[config.mk]
export PLATFORM = sky130hd
export DESIGN_NAME = opseq_sequencer
export DESIGN_NICKNAME = d
export VERILOG_FILES = /design/src/rtl/opseq_pkg.sv /design/src/rtl/opseq_mode_decode.sv /design/src/rtl/opseq_ea_calc.sv /design/src/rtl/opseq_reg_pick.sv /design/src/rtl/opseq_sequencer.sv
export SDC_FILE = /design/constraint.sdc
export NUM_CORES = 1
export LEC_CHECK = 0
export ABC_CLOCK_PERIOD_IN_PS = 4000
export BUFFER_PORTS_ARGS = -buffer_cell sky130_fd_sc_hd__buf_4
export CAP_MARGIN = 0
export CORE_UTILIZATION = 35
export DETAILED_ROUTE_END_ITERATION = 8
export SLEW_MARGIN = 20
export SYNTH_ARGS = -nofsm -noshare
export SYNTH_HDL_FRONTEND = slang
export SYNTH_SLANG_ARGS = --single-unit
[constraint.sdc]
create_clock -name clk -period 4 [get_ports clk]
set_input_delay 0.8 -clock clk [delete_from_list [all_inputs] [get_ports clk]]
set_output_delay 0.8 -clock clk [all_outputs]
set_load 0.03 [all_outputs]
[src/rtl/opseq_pkg.sv]
package opseq_pkg;

    typedef enum logic [2:0] {
        SM_REG  = 3'd0,
        SM_IDX  = 3'd1,
        SM_SYM  = 3'd2,
        SM_ABS  = 3'd3,
        SM_PTR  = 3'd4,
        SM_PINC = 3'd5,
        SM_IMM  = 3'd6,
        SM_RSV  = 3'd7
    } src_mode_e;

    typedef enum logic [1:0] {
        DM_REG = 2'd0,
        DM_IDX = 2'd1,
        DM_SYM = 2'd2,
        DM_ABS = 2'd3
    } dst_mode_e;

    typedef enum logic [2:0] {
        ST_IDLE = 3'd0,
        ST_DEC  = 3'd1,
        ST_SEXT = 3'd2,
        ST_SRD  = 3'd3,
        ST_DEXT = 3'd4,
        ST_DRD  = 3'd5,
        ST_DWR  = 3'd6
    } seq_state_e;

    typedef enum logic [1:0] {
        EA_BASE_ONLY = 2'd0,
        EA_BASE_OFS  = 2'd1,
        EA_PC_OFS    = 2'd2,
        EA_DIRECT    = 2'd3
    } ea_kind_e;

endpackage

[src/rtl/opseq_mode_decode.sv]
module opseq_mode_decode
    import opseq_pkg::*;
(
    input  logic [2:0] src_mode,
    input  logic [1:0] dst_mode,
    output logic       src_is_reg,
    output logic       src_ext,
    output logic       src_ptr,
    output logic       src_imm,
    output logic       src_inc,
    output ea_kind_e   src_kind,
    output logic       dst_is_mem,
    output ea_kind_e   dst_kind
);

    always_comb begin
        src_is_reg = 1'b0;
        src_ext    = 1'b0;
        src_ptr    = 1'b0;
        src_imm    = 1'b0;
        src_inc    = 1'b0;
        src_kind   = EA_BASE_ONLY;
        case (src_mode)
            SM_IDX: begin
                src_ext  = 1'b1;
                src_kind = EA_BASE_OFS;
            end
            SM_SYM: begin
                src_ext  = 1'b1;
                src_kind = EA_PC_OFS;
            end
            SM_ABS: begin
                src_ext  = 1'b1;
                src_kind = EA_DIRECT;
            end
            SM_PTR: src_ptr = 1'b1;
            SM_PINC: begin
                src_ptr = 1'b1;
                src_inc = 1'b1;
            end
            SM_IMM: begin
                src_ext = 1'b1;
                src_imm = 1'b1;
            end
            default: src_is_reg = 1'b1;
        endcase
    end

    always_comb begin
        dst_is_mem = (dst_mode != DM_REG);
        case (dst_mode)
            DM_IDX:  dst_kind = EA_BASE_OFS;
            DM_SYM:  dst_kind = EA_PC_OFS;
            DM_ABS:  dst_kind = EA_DIRECT;
            default: dst_kind = EA_BASE_ONLY;
        endcase
    end

endmodule

[src/rtl/opseq_ea_calc.sv]
module opseq_ea_calc
    import opseq_pkg::*;
#(
    parameter int WORD_W = 16
) (
    input  ea_kind_e          kind,
    input  logic [WORD_W-1:0] base,
    input  logic [WORD_W-1:0] pc,
    input  logic [WORD_W-1:0] ofs,
    output logic [WORD_W-1:0] ea
);

    always_comb begin
        case (kind)
            EA_BASE_OFS: ea = base + ofs;
            EA_PC_OFS:   ea = pc + ofs;
            EA_DIRECT:   ea = ofs;
            default:     ea = base;
        endcase
    end

endmodule

[src/rtl/opseq_reg_pick.sv]
module opseq_reg_pick #(
    parameter int WORD_W   = 16,
    parameter int NUM_REGS = 16,
    parameter int RIDX_W   = $clog2(NUM_REGS)
) (
    input  logic [NUM_REGS*WORD_W-1:0] bank_flat,
    input  logic [RIDX_W-1:0]          idx,
    output logic [WORD_W-1:0]          value
);

    logic [WORD_W-1:0] bank [NUM_REGS];

    for (genvar g = 0; g < NUM_REGS; g++) begin : g_unpack
        assign bank[g] = bank_flat[g*WORD_W +: WORD_W];
    end

    assign value = bank[idx];

endmodule

[src/rtl/opseq_sequencer.sv]
module opseq_sequencer
    import opseq_pkg::*;
#(
    parameter int WORD_W   = 16,
    parameter int NUM_REGS = 16,
    parameter int RIDX_W   = $clog2(NUM_REGS)
) (
    input  logic                       clk,
    input  logic                       rst_n,
    input  logic                       start,
    input  logic [2:0]                 src_mode,
    input  logic [RIDX_W-1:0]          src_reg,
    input  logic [1:0]                 dst_mode,
    input  logic [RIDX_W-1:0]          dst_reg,
    input  logic [NUM_REGS*WORD_W-1:0] reg_file,
    output logic                       ext_req,
    input  logic                       ext_ack,
    input  logic [WORD_W-1:0]          ext_word,
    output logic                       mem_rd,
    output logic [WORD_W-1:0]          mem_addr,
    input  logic [WORD_W-1:0]          mem_rdata,
    output logic                       reg_wr,
    output logic [RIDX_W-1:0]          reg_wr_idx,
    output logic [WORD_W-1:0]          reg_wr_data,
    output logic                       busy,
    output logic                       done,
    output logic [WORD_W-1:0]          src_val,
    output logic [WORD_W-1:0]          dst_val,
    output logic [WORD_W-1:0]          dst_addr,
    output logic                       dst_mem
);

    localparam logic [WORD_W-1:0] STEP = WORD_W'(WORD_W / 8);

    typedef struct packed {
        seq_state_e        state;
        logic [2:0]        smode;
        logic [1:0]        dmode;
        logic [RIDX_W-1:0] sreg;
        logic [RIDX_W-1:0] dreg;
        logic [WORD_W-1:0] pc;
        logic [WORD_W-1:0] src_ea;
        logic [WORD_W-1:0] dst_ea;
        logic [WORD_W-1:0] src_val;
        logic [WORD_W-1:0] dst_val;
        logic [WORD_W-1:0] dst_addr;
        logic              dst_mem;
        logic              done;
    } seq_t;

    seq_t seq_d, seq_q;

    logic              s_is_reg, s_ext, s_ptr, s_imm, s_inc, d_is_mem;
    ea_kind_e          s_kind, d_kind;
    logic [WORD_W-1:0] src_rval, dst_rval, r0_val;
    logic [WORD_W-1:0] src_ea_c, dst_ea_c;
    logic              to_dst;

    assign r0_val = reg_file[WORD_W-1:0];

    opseq_mode_decode u_dec (
        .src_mode   (seq_q.smode),
        .dst_mode   (seq_q.dmode),
        .src_is_reg (s_is_reg),
        .src_ext    (s_ext),
        .src_ptr    (s_ptr),
        .src_imm    (s_imm),
        .src_inc    (s_inc),
        .src_kind   (s_kind),
        .dst_is_mem (d_is_mem),
        .dst_kind   (d_kind)
    );

    opseq_reg_pick #(.WORD_W(WORD_W), .NUM_REGS(NUM_REGS), .RIDX_W(RIDX_W)) u_pick_src (
        .bank_flat (reg_file),
        .idx       (seq_q.sreg),
        .value     (src_rval)
    );

    opseq_reg_pick #(.WORD_W(WORD_W), .NUM_REGS(NUM_REGS), .RIDX_W(RIDX_W)) u_pick_dst (
        .bank_flat (reg_file),
        .idx       (seq_q.dreg),
        .value     (dst_rval)
    );

    opseq_ea_calc #(.WORD_W(WORD_W)) u_ea_src (
        .kind (s_kind),
        .base (src_rval),
        .pc   (seq_q.pc),
        .ofs  (ext_word),
        .ea   (src_ea_c)
    );

    opseq_ea_calc #(.WORD_W(WORD_W)) u_ea_dst (
        .kind (d_kind),
        .base (dst_rval),
        .pc   (seq_q.pc),
        .ofs  (ext_word),
        .ea   (dst_ea_c)
    );

    always_comb begin
        seq_d       = seq_q;
        seq_d.done  = 1'b0;
        ext_req     = 1'b0;
        mem_rd      = 1'b0;
        mem_addr    = '0;
        reg_wr      = 1'b0;
        reg_wr_idx  = seq_q.sreg;
        reg_wr_data = src_rval + STEP;
        to_dst      = 1'b0;

        case (seq_q.state)
            ST_IDLE: begin
                if (start) begin
                    seq_d.state = ST_DEC;
                    seq_d.smode = src_mode;
                    seq_d.dmode = dst_mode;
                    seq_d.sreg  = src_reg;
                    seq_d.dreg  = dst_reg;
                    seq_d.pc    = r0_val;
                end
            end
            ST_DEC: begin
                if (s_is_reg) begin
                    seq_d.src_val = src_rval;
                end
                if (s_ext) begin
                    seq_d.state = ST_SEXT;
                end else if (s_ptr) begin
                    seq_d.state = ST_SRD;
                end else begin
                    to_dst = 1'b1;
                end
            end
            ST_SEXT: begin
                ext_req = 1'b1;
                if (ext_ack) begin
                    seq_d.pc = seq_q.pc + STEP;
                    if (s_imm) begin
                        seq_d.src_val = ext_word;
                        to_dst        = 1'b1;
                    end else begin
                        seq_d.src_ea = src_ea_c;
                        seq_d.state  = ST_SRD;
                    end
                end
            end
            ST_SRD: begin
                mem_rd        = 1'b1;
                mem_addr      = s_ptr ? src_rval : seq_q.src_ea;
                seq_d.src_val = mem_rdata;
                reg_wr        = s_inc;
                to_dst        = 1'b1;
            end
            ST_DEXT: begin
                ext_req = 1'b1;
                if (ext_ack) begin
                    seq_d.pc     = seq_q.pc + STEP;
                    seq_d.dst_ea = dst_ea_c;
                    seq_d.state  = ST_DRD;
                end
            end
            ST_DRD: begin
                mem_rd        = 1'b1;
                mem_addr      = seq_q.dst_ea;
                seq_d.dst_val = mem_rdata;
                seq_d.state   = ST_DWR;
            end
            ST_DWR: begin
                seq_d.state    = ST_IDLE;
                seq_d.done     = 1'b1;
                seq_d.dst_addr = seq_q.dst_ea;
                seq_d.dst_mem  = 1'b1;
            end
            default: seq_d.state = ST_IDLE;
        endcase

        if (to_dst) begin
            if (d_is_mem) begin
                seq_d.state = ST_DEXT;
            end else begin
                seq_d.state    = ST_IDLE;
                seq_d.done     = 1'b1;
                seq_d.dst_val  = dst_rval;
                seq_d.dst_addr = '0;
                seq_d.dst_mem  = 1'b0;
            end
        end
    end

    always_ff @(posedge clk) begin
        if (!rst_n) begin
            seq_q <= '0;
        end else begin
            seq_q <= seq_d;
        end
    end

    assign busy     = (seq_q.state != ST_IDLE);
    assign done     = seq_q.done;
    assign src_val  = seq_q.src_val;
    assign dst_val  = seq_q.dst_val;
    assign dst_addr = seq_q.dst_addr;
    assign dst_mem  = seq_q.dst_mem;

endmodule

==> flow_metrics.py, run 1 <==
metrics = {
    "yosys": {
        "synthCells": 1400,
        "synth.most_common_cell": "nand2_1",
        "syn_area_per_cell_sq_um": 9.247,
        "synthAdderAreaFrac": 0.05006,
        "ys_top_cells_by_area": "mux4_2 (27%), dfxtp_1 (18%), nand2_1 (6.6%), ha_1 (4.5%), buf_4 (3.2%)",
        "synth.cell_area_sq_um": 12950,
        "synth.top_cell.area_share": 0.2679,
        "synthTopCellsByCount": "nand2_1 (228), mux4_2 (154), dfxtp_1 (114), o21ai_0 (74), a21oi_1 (72)",
        "synth_flop_cell": "dfxtp_1",
        "synth_nets": 1755,
        "synth_xor_area_frac": 0.02909,
        "ys_warn_count": 0,
        "synth_edf_count": 0,
        "synthMuxAreaShare": 0.3202,
        "async_reset_ff_frac": 0,
        "yosys.area_share.simple": 0.1512,
        "synth_largest_area_cell": "mux4_2",
        "ys_seq_area_frac": 0.1763,
        "synth-compound-area-share": 0.1958,
        "synth-seq-cells": 114,
        "synth_top_family_by_area": "multiplexers",
        "ys_types": 81,
    },
    "floorplan": {
        "fp.coreArea_sq_um": 36520,
        "ios": 395,
        "rows": 70,
        "start_util": 0.3545,
        "die_h_um": 194.3,
        "die_width_um": 194.3,
        "dieArea_sq_um": 37760,
    },
    "worst_setup_path": {
        "crit_end": "reg_wr_data[11]",
        "critPathLaunch": "reg_wr_idx[0]",
        "reg2reg_depth": 13,
        "crit_type": "reg2out",
        "cp_max_fo": 6,
        "worst_setup_path_start_kind": "register",
        "required_ps": 3200,
        "arrival_ps": 3170,
        "cp-end-kind": "output pin",
        "timing.rr.end": "seq_q[59]",
        "reg2reg_slack_ps": 90,
        "timing.rr.start": "seq_q[98]",
    },
    "pwr": {
        "total_power_uw": 12830,
        "p_leak_uw": 0.007177,
        "p_per_area_nw_per_um2": 723.6,
        "ir_drop_mv": 0.3399,
    },
    "routing": {
        "wl_per_cell_um": 24.52,
        "drt_iter0_markers": 1102,
        "first_pass_iters": 5,
        "antenna_left": 0,
        "highest_layer": "met5",
        "wl_met3_um": 3933,
        "vias": 13410,
        "totalWireLength_um": 56400,
        "drc": 0,
        "via_per_inst": 5.830,
        "wl_met2_um": 26940,
        "wl_met1_um": 22320,
    },
    "timing": {
        "worst_pin_slew_ps": 841.5,
        "relSlewSlack": 0.4377,
        "fmax_mhz": 251.7,
        "rsz0062_at_grt": "yes",
        "fin_ws_ps": 27.71,
        "slew_viol_final": 0,
        "fin_crit_ps": 3972,
        "hold_viol": 0,
        "clock_skew_ps": 15.12,
        "period_share": 0.9931,
        "finalSetupViolations": 0,
    },
    "clock_network": {
        "htreeDepth": 4,
        "cts-root-buf": "clkbuf_16",
        "cts_tree": "yes",
        "clk_latency_ps": 430,
        "postCtsHoldBufs": 0,
        "clkSlewWorstSetupHoldPaths_ps": 60,
        "cts_buffers": 17,
        "cts.path.max_buffers": 2,
        "cts.sinks": 114,
    },
    "global_routing": {
        "grt_antenna_before_repair": 13,
        "overflow": 0,
        "grt_pass1_vias": 13450,
        "grt_max_degree": 58,
        "grt_pass1_wl_um": 82920,
        "grtUsageTotal": 0.2938,
    },
    "placed_design": {
        "post_dp_cell_area_sq_um": 16540,
        "dpl.cell_count": 2221,
        "gp_congestion": 0.9496,
        "dp_hpwl_um": 45950,
        "portBuffers": 394,
        "dp_worst_setup_slack_ps": -382.1,
    },
    "cells_and_area": {
        "final-seq-area_sq_um": 2296,
        "fillers": 3511,
        "instances_no_fill": 2300,
        "multi_input_area_sq_um": 9797,
        "design_area_sq_um": 17730,
        "drive_gt1_frac": 0.4302,
        "area_delta_synth_final_pct": 36.94,
        "final_nets": 2162,
        "final_util": 0.4854,
    },
    "worst_hold_path": {
        "hp-class": "reg2reg",
        "min_path_cells": 2,
    },
    "status": {
        "status": "finished, final reports clean",
    },
    "job": {
        "maxCapViolCount": 0,
    },
}
stage by stage:
stage                     hold WS, ps  TNS, ps
after detailed placement        447.5    -2534
after floorplan                 430.1        0
after global placement          440.6    -2142
after global routing            468.0   -195.4
after CTS                       455.7   -37.85
final                           454.7        0
critical path: stages, from the launching register on:
cell     delay [ps]
dfxtp_4         420
buf_6           140
buf_6           110
mux4_2          490
mux4_2          550
buf_6           150
and2_4          150
and3_4          180
and2_4          170
nand2_2          90
xnor2_2         120
buf_6           160
how the worst min path moves through the flow:
stage                            from           to  slack (ps)
after floorplan             seq_q[66]    seq_q[66]         430
after global placement      seq_q[66]    seq_q[66]         440
after detailed placement    seq_q[66]    seq_q[66]         450
after CTS                   seq_q[66]    seq_q[66]         460
after global routing      dst_addr[9]  dst_addr[9]         470
final                       seq_q[66]    seq_q[66]         450
repair_timing:
action,in CTS,in global routing
cloned,3,2
buffers inserted,15,19
hold endpoints to repair,0,0
pin swaps,2,9
setup endpoints to repair,16,27
gates resized for setup,26,44
layer usage:
layer / up-vias / track usage
li1: 6153 / -
met1: 6488 / 0.3624
met2: 633 / 0.4852
met3: 134 / 0.05657
met4: 2 / 0.1581
met5: - / 0
area by class of cell:
cell class                      instances  share of cell area
Antenna cell                           12            0.001694
Inverter                               26            0.005505
Tap cell                              468             0.03303
Sequential cell                       114              0.1295
Timing Repair Buffer                  544              0.2443
Clock inverter                         11            0.007340
Multi-Input combinational cell       1104              0.5526
Clock buffer                           21             0.02597
layout by cell type (no fill, tap or decap), types with 9 or more instances in the layout:
| cell | n |
|---|---|
| a31oi_1 | 11 |
| buf_6 | 12 |
| a21o_1 | 21 |
| a21oi_1 | 70 |
| a22oi_1 | 11 |
| o211ai_1 | 27 |
| nor2b_1 | 28 |
| xnor2_1 | 27 |
| and3_1 | 13 |
| inv_1 | 22 |
| a21boi_0 | 42 |
| xor2_1 | 14 |
| o221ai_1 | 13 |
| nand2_1 | 225 |
| buf_4 | 518 |
| a211oi_1 | 9 |
| dfxtp_1 | 109 |
| diode_2 | 12 |
| o21ai_0 | 68 |
| nand3_1 | 38 |
| mux2i_1 | 38 |
| nor3_1 | 15 |
| o211a_1 | 18 |
| clkbuf_16 | 19 |
| nor2_1 | 62 |
| ha_1 | 44 |
| mux4_2 | 158 |
flip-flops by register name, indices dropped and copies added (netlist names):
register    count
seq_q          60
dst_addr       16
dst_val        16
src_val        16
reg_wr_idx      4
done            1
dst_mem         1
power breakdown:
group	leakage, uW	internal, uW	switching [uW]	total (uW)
clock network	0.000276	953	608	1560
logic	0.00597	4410	5160	9580
registers	0.000928	1380	306	1690
total	0.00718	6750	6080	12800
cell families after synthesis:
group,Yosys count
AND/OR/NAND/NOR,435
adder cells (fa/ha/maj),50
flip-flops,114
AO/OA/AOI/OAI,371
XOR/XNOR,43
buffers and inverters,182
multiplexers,205
(Power assumes the default switching activity.)
==> run 2: changes to the inputs <==
--- a/config.mk
+++ b/config.mk
@@ -10,6 +10,7 @@
 export CAP_MARGIN = 0
 export CORE_UTILIZATION = 35
 export DETAILED_ROUTE_END_ITERATION = 8
+export PLACE_DENSITY = 0.67
 export SLEW_MARGIN = 20
 export SYNTH_ARGS = -nofsm -noshare
 export SYNTH_HDL_FRONTEND = slang
==> run 2 against run 1 <==
  * Sequential power is essentially flat
  * Utilization about the same
  * Worst setup slack better by 1.7 ps
  * Cell count shrank 0.30%
  * Register-to-register slack about the same
  * Non-clock buffer count down 5
  * Wire length grew 0.18%
  * Sequential cell count stayed put
  * Via count up 0.78%
  * Largest power group unchanged
==> flow_metrics.py, run 2 (synthesized netlist as in run 1, its figures left out) <==
metrics = {
    "placed_design": {
        "dp_hpwl_um": 45610,
        "portBuffers": 394,
        "dp_worst_setup_slack_ps": -392.4,
        "gp_congestion": 0.9450,
        "post_dp_cell_area_sq_um": 16470,
    },
    "global_routing": {
        "grt-busiest-layer": "met2",
        "grt_antenna_before_repair": 11,
        "globalRouteMet2Util": 0.4961,
        "grt_pass1_wl_um": 82280,
        "grtUsageTotal": 0.2930,
        "use_met3": 0.06316,
        "grt_max_degree": 55,
        "overflow": 0,
        "use_met1": 0.3518,
        "grt_pass1_vias": 13440,
    },
    "routing": {
        "drt_iter0_markers": 1200,
        "drc": 0,
        "via_per_inst": 5.894,
        "antenna_left": 0,
        "first_pass_iters": 5,
        "vias": 13510,
        "totalWireLength_um": 56500,
        "wl_per_cell_um": 24.64,
    },
    "worst_setup_path": {
        "worst_setup_path_start_kind": "register",
        "critPathSlowestCell": "mux4_2",
        "crit_type": "reg2out",
        "critical_path.cell_chain": "buf_12 -> mux4_2 -> mux4_2 -> buf_6 -> and2_4 -> and3_4 -> and2_4 -> nand2_1 -> xnor2_1 -> buf_4",
        "cp_max_fo": 8,
        "cp-end-kind": "output pin",
        "reg2reg_depth": 15,
        "max_stage_delay_ps": 530,
        "arrival_ps": 3170,
        "required_ps": 3200,
    },
    "job": {
        "maxCapViolCount": 0,
    },
    "pwr": {
        "ir_drop_mv": 0.3041,
        "sw_frac_of_total": 0.4725,
        "power_frac_clock": 0.121,
        "power_frac_comb": 0.746,
        "p_int_uw": 6743,
        "p_sw_uw": 6041,
        "p_per_area_nw_per_um2": 721.2,
        "p_seq_frac": 0.133,
        "p_leak_uw": 0.007153,
    },
    "cells_and_area": {
        "layout_common_cells": "buf_4 (512), nand2_1 (226), mux4_2 (158)",
        "multi_input_area_sq_um": 9747,
        "area_delta_synth_final_pct": 36.92,
        "final_util": 0.4853,
        "regMostFlops": "seq_q",
        "final_common_cell": "buf_4",
        "largest_reg_flops": 60,
        "final-seq-area_sq_um": 2295,
        "design_area_sq_um": 17730,
        "final_nets": 2157,
        "fillers": 3417,
        "drive_gt1_frac": 0.4248,
    },
    "clock_network": {
        "htreeDepth": 4,
        "cts-root-buf": "clkbuf_16",
        "cts.path.max_buffers": 2,
        "cts_tree": "yes",
        "clkSlewWorstSetupHoldPaths_ps": 70,
        "postCtsHoldBufs": 0,
        "cts.sinks": 114,
        "cts_buffers": 17,
        "clk_latency_ps": 440,
    },
    "timing": {
        "worst_pin_slew_ps": 910.4,
        "hold_viol": 0,
        "hold_slack_ps": 454.3,
        "fin_crit_ps": 3971,
        "fmax_mhz": 251.9,
        "slew_viol_final": 0,
        "tns_ps": 0,
        "period_share": 0.9926,
        "finalSetupViolations": 0,
        "clock_skew_ps": 12.35,
        "fin_ws_ps": 29.41,
        "rsz0062_at_grt": "yes",
        "relSlewSlack": 0.3918,
    },
    "worst_hold_path": {
        "hp-class": "reg2reg",
        "min_path_cells": 2,
    },
    "floorplan": {
        "die_width_um": 194.3,
        "dieArea_sq_um": 37760,
        "ios": 395,
        "die_h_um": 194.3,
        "rows": 70,
        "start_util": 0.3545,
        "fp.coreArea_sq_um": 36520,
    },
    "status": {
        "status": "finished, final reports clean",
    },
}
## run 2: changes by cell type in the layout (fill, tap and decap cells not counted), sizes merged
cell / change
clkbuf: +1
clkinv: -1
diode: -2
bufinv: -1
inv: +3
buf: -8
bufbuf: +1
## run 2: routing by layer
metal / routed length [um] / part of all wire / vias up
met1: 21740 / 0.38 / 6514
met5: 0 / 0 / -
met2: 27450 / 0.49 / 726
li1: - / - / 6130
met4: 2823 / 0.050 / 0
met3: 4488 / 0.079 / 144
## run 2: worst paths after layout
check                     start  slack (ps)               to
setup reg to reg      seq_q[98]          80        seq_q[65]
hold / removal      dst_addr[3]         450      dst_addr[3]
hold reg to reg     dst_addr[3]         450      dst_addr[3]
setup / recovery  reg_wr_idx[0]          30  reg_wr_data[13]
## run 2: power by group through the flow
stage | combinational (uW) | clock, uW | sequential, uW
CTS | 9140 | 1560 | 1690
detailed placement | 8730 | 0 | 1730
global route | 10100 | 1610 | 1740
floorplan | 5900 | 0 | 1520
finish | 9540 | 1540 | 1700
global placement | 8660 | 0 | 1720
## run 2: final cells by class
type,instances,area share
Sequential cell,114,0.1295
Tap cell,468,0.03303
Antenna cell,10,0.001412
Timing Repair Buffer,539,0.2475
Clock inverter,12,0.006847
Clock buffer,20,0.02633
Multi-Input combinational cell,1104,0.5499
Inverter,26,0.005506
## run 2: repair_timing
action | 4_1_cts | 5_1_grt
endpoints found under the hold margin | 0 | 0
setup buffers | 19 | 16
cloned | 4 | 4
endpoints found under the setup margin | 14 | 22
pin swaps | 0 | 6
gates resized for setup | 20 | 25
## run 2: through the flow
step,power (uW),std cells
2_1_floorplan,7415,1400
3_3_place_gp,10370,2211
3_5_place_dp,10460,2211
4_1_cts,12390,2266
5_1_grt,13480,2293
6_report,12780,2293
## run 2: worst max-delay path: cells and delay by family, from the launching register on
kind,cells,cell delay [ps]
xor gates and xnor gates,1,120
and+or+nand+nor,4,620
muxes,2,1050
DFF,1,420
buffers and inverters,3,510
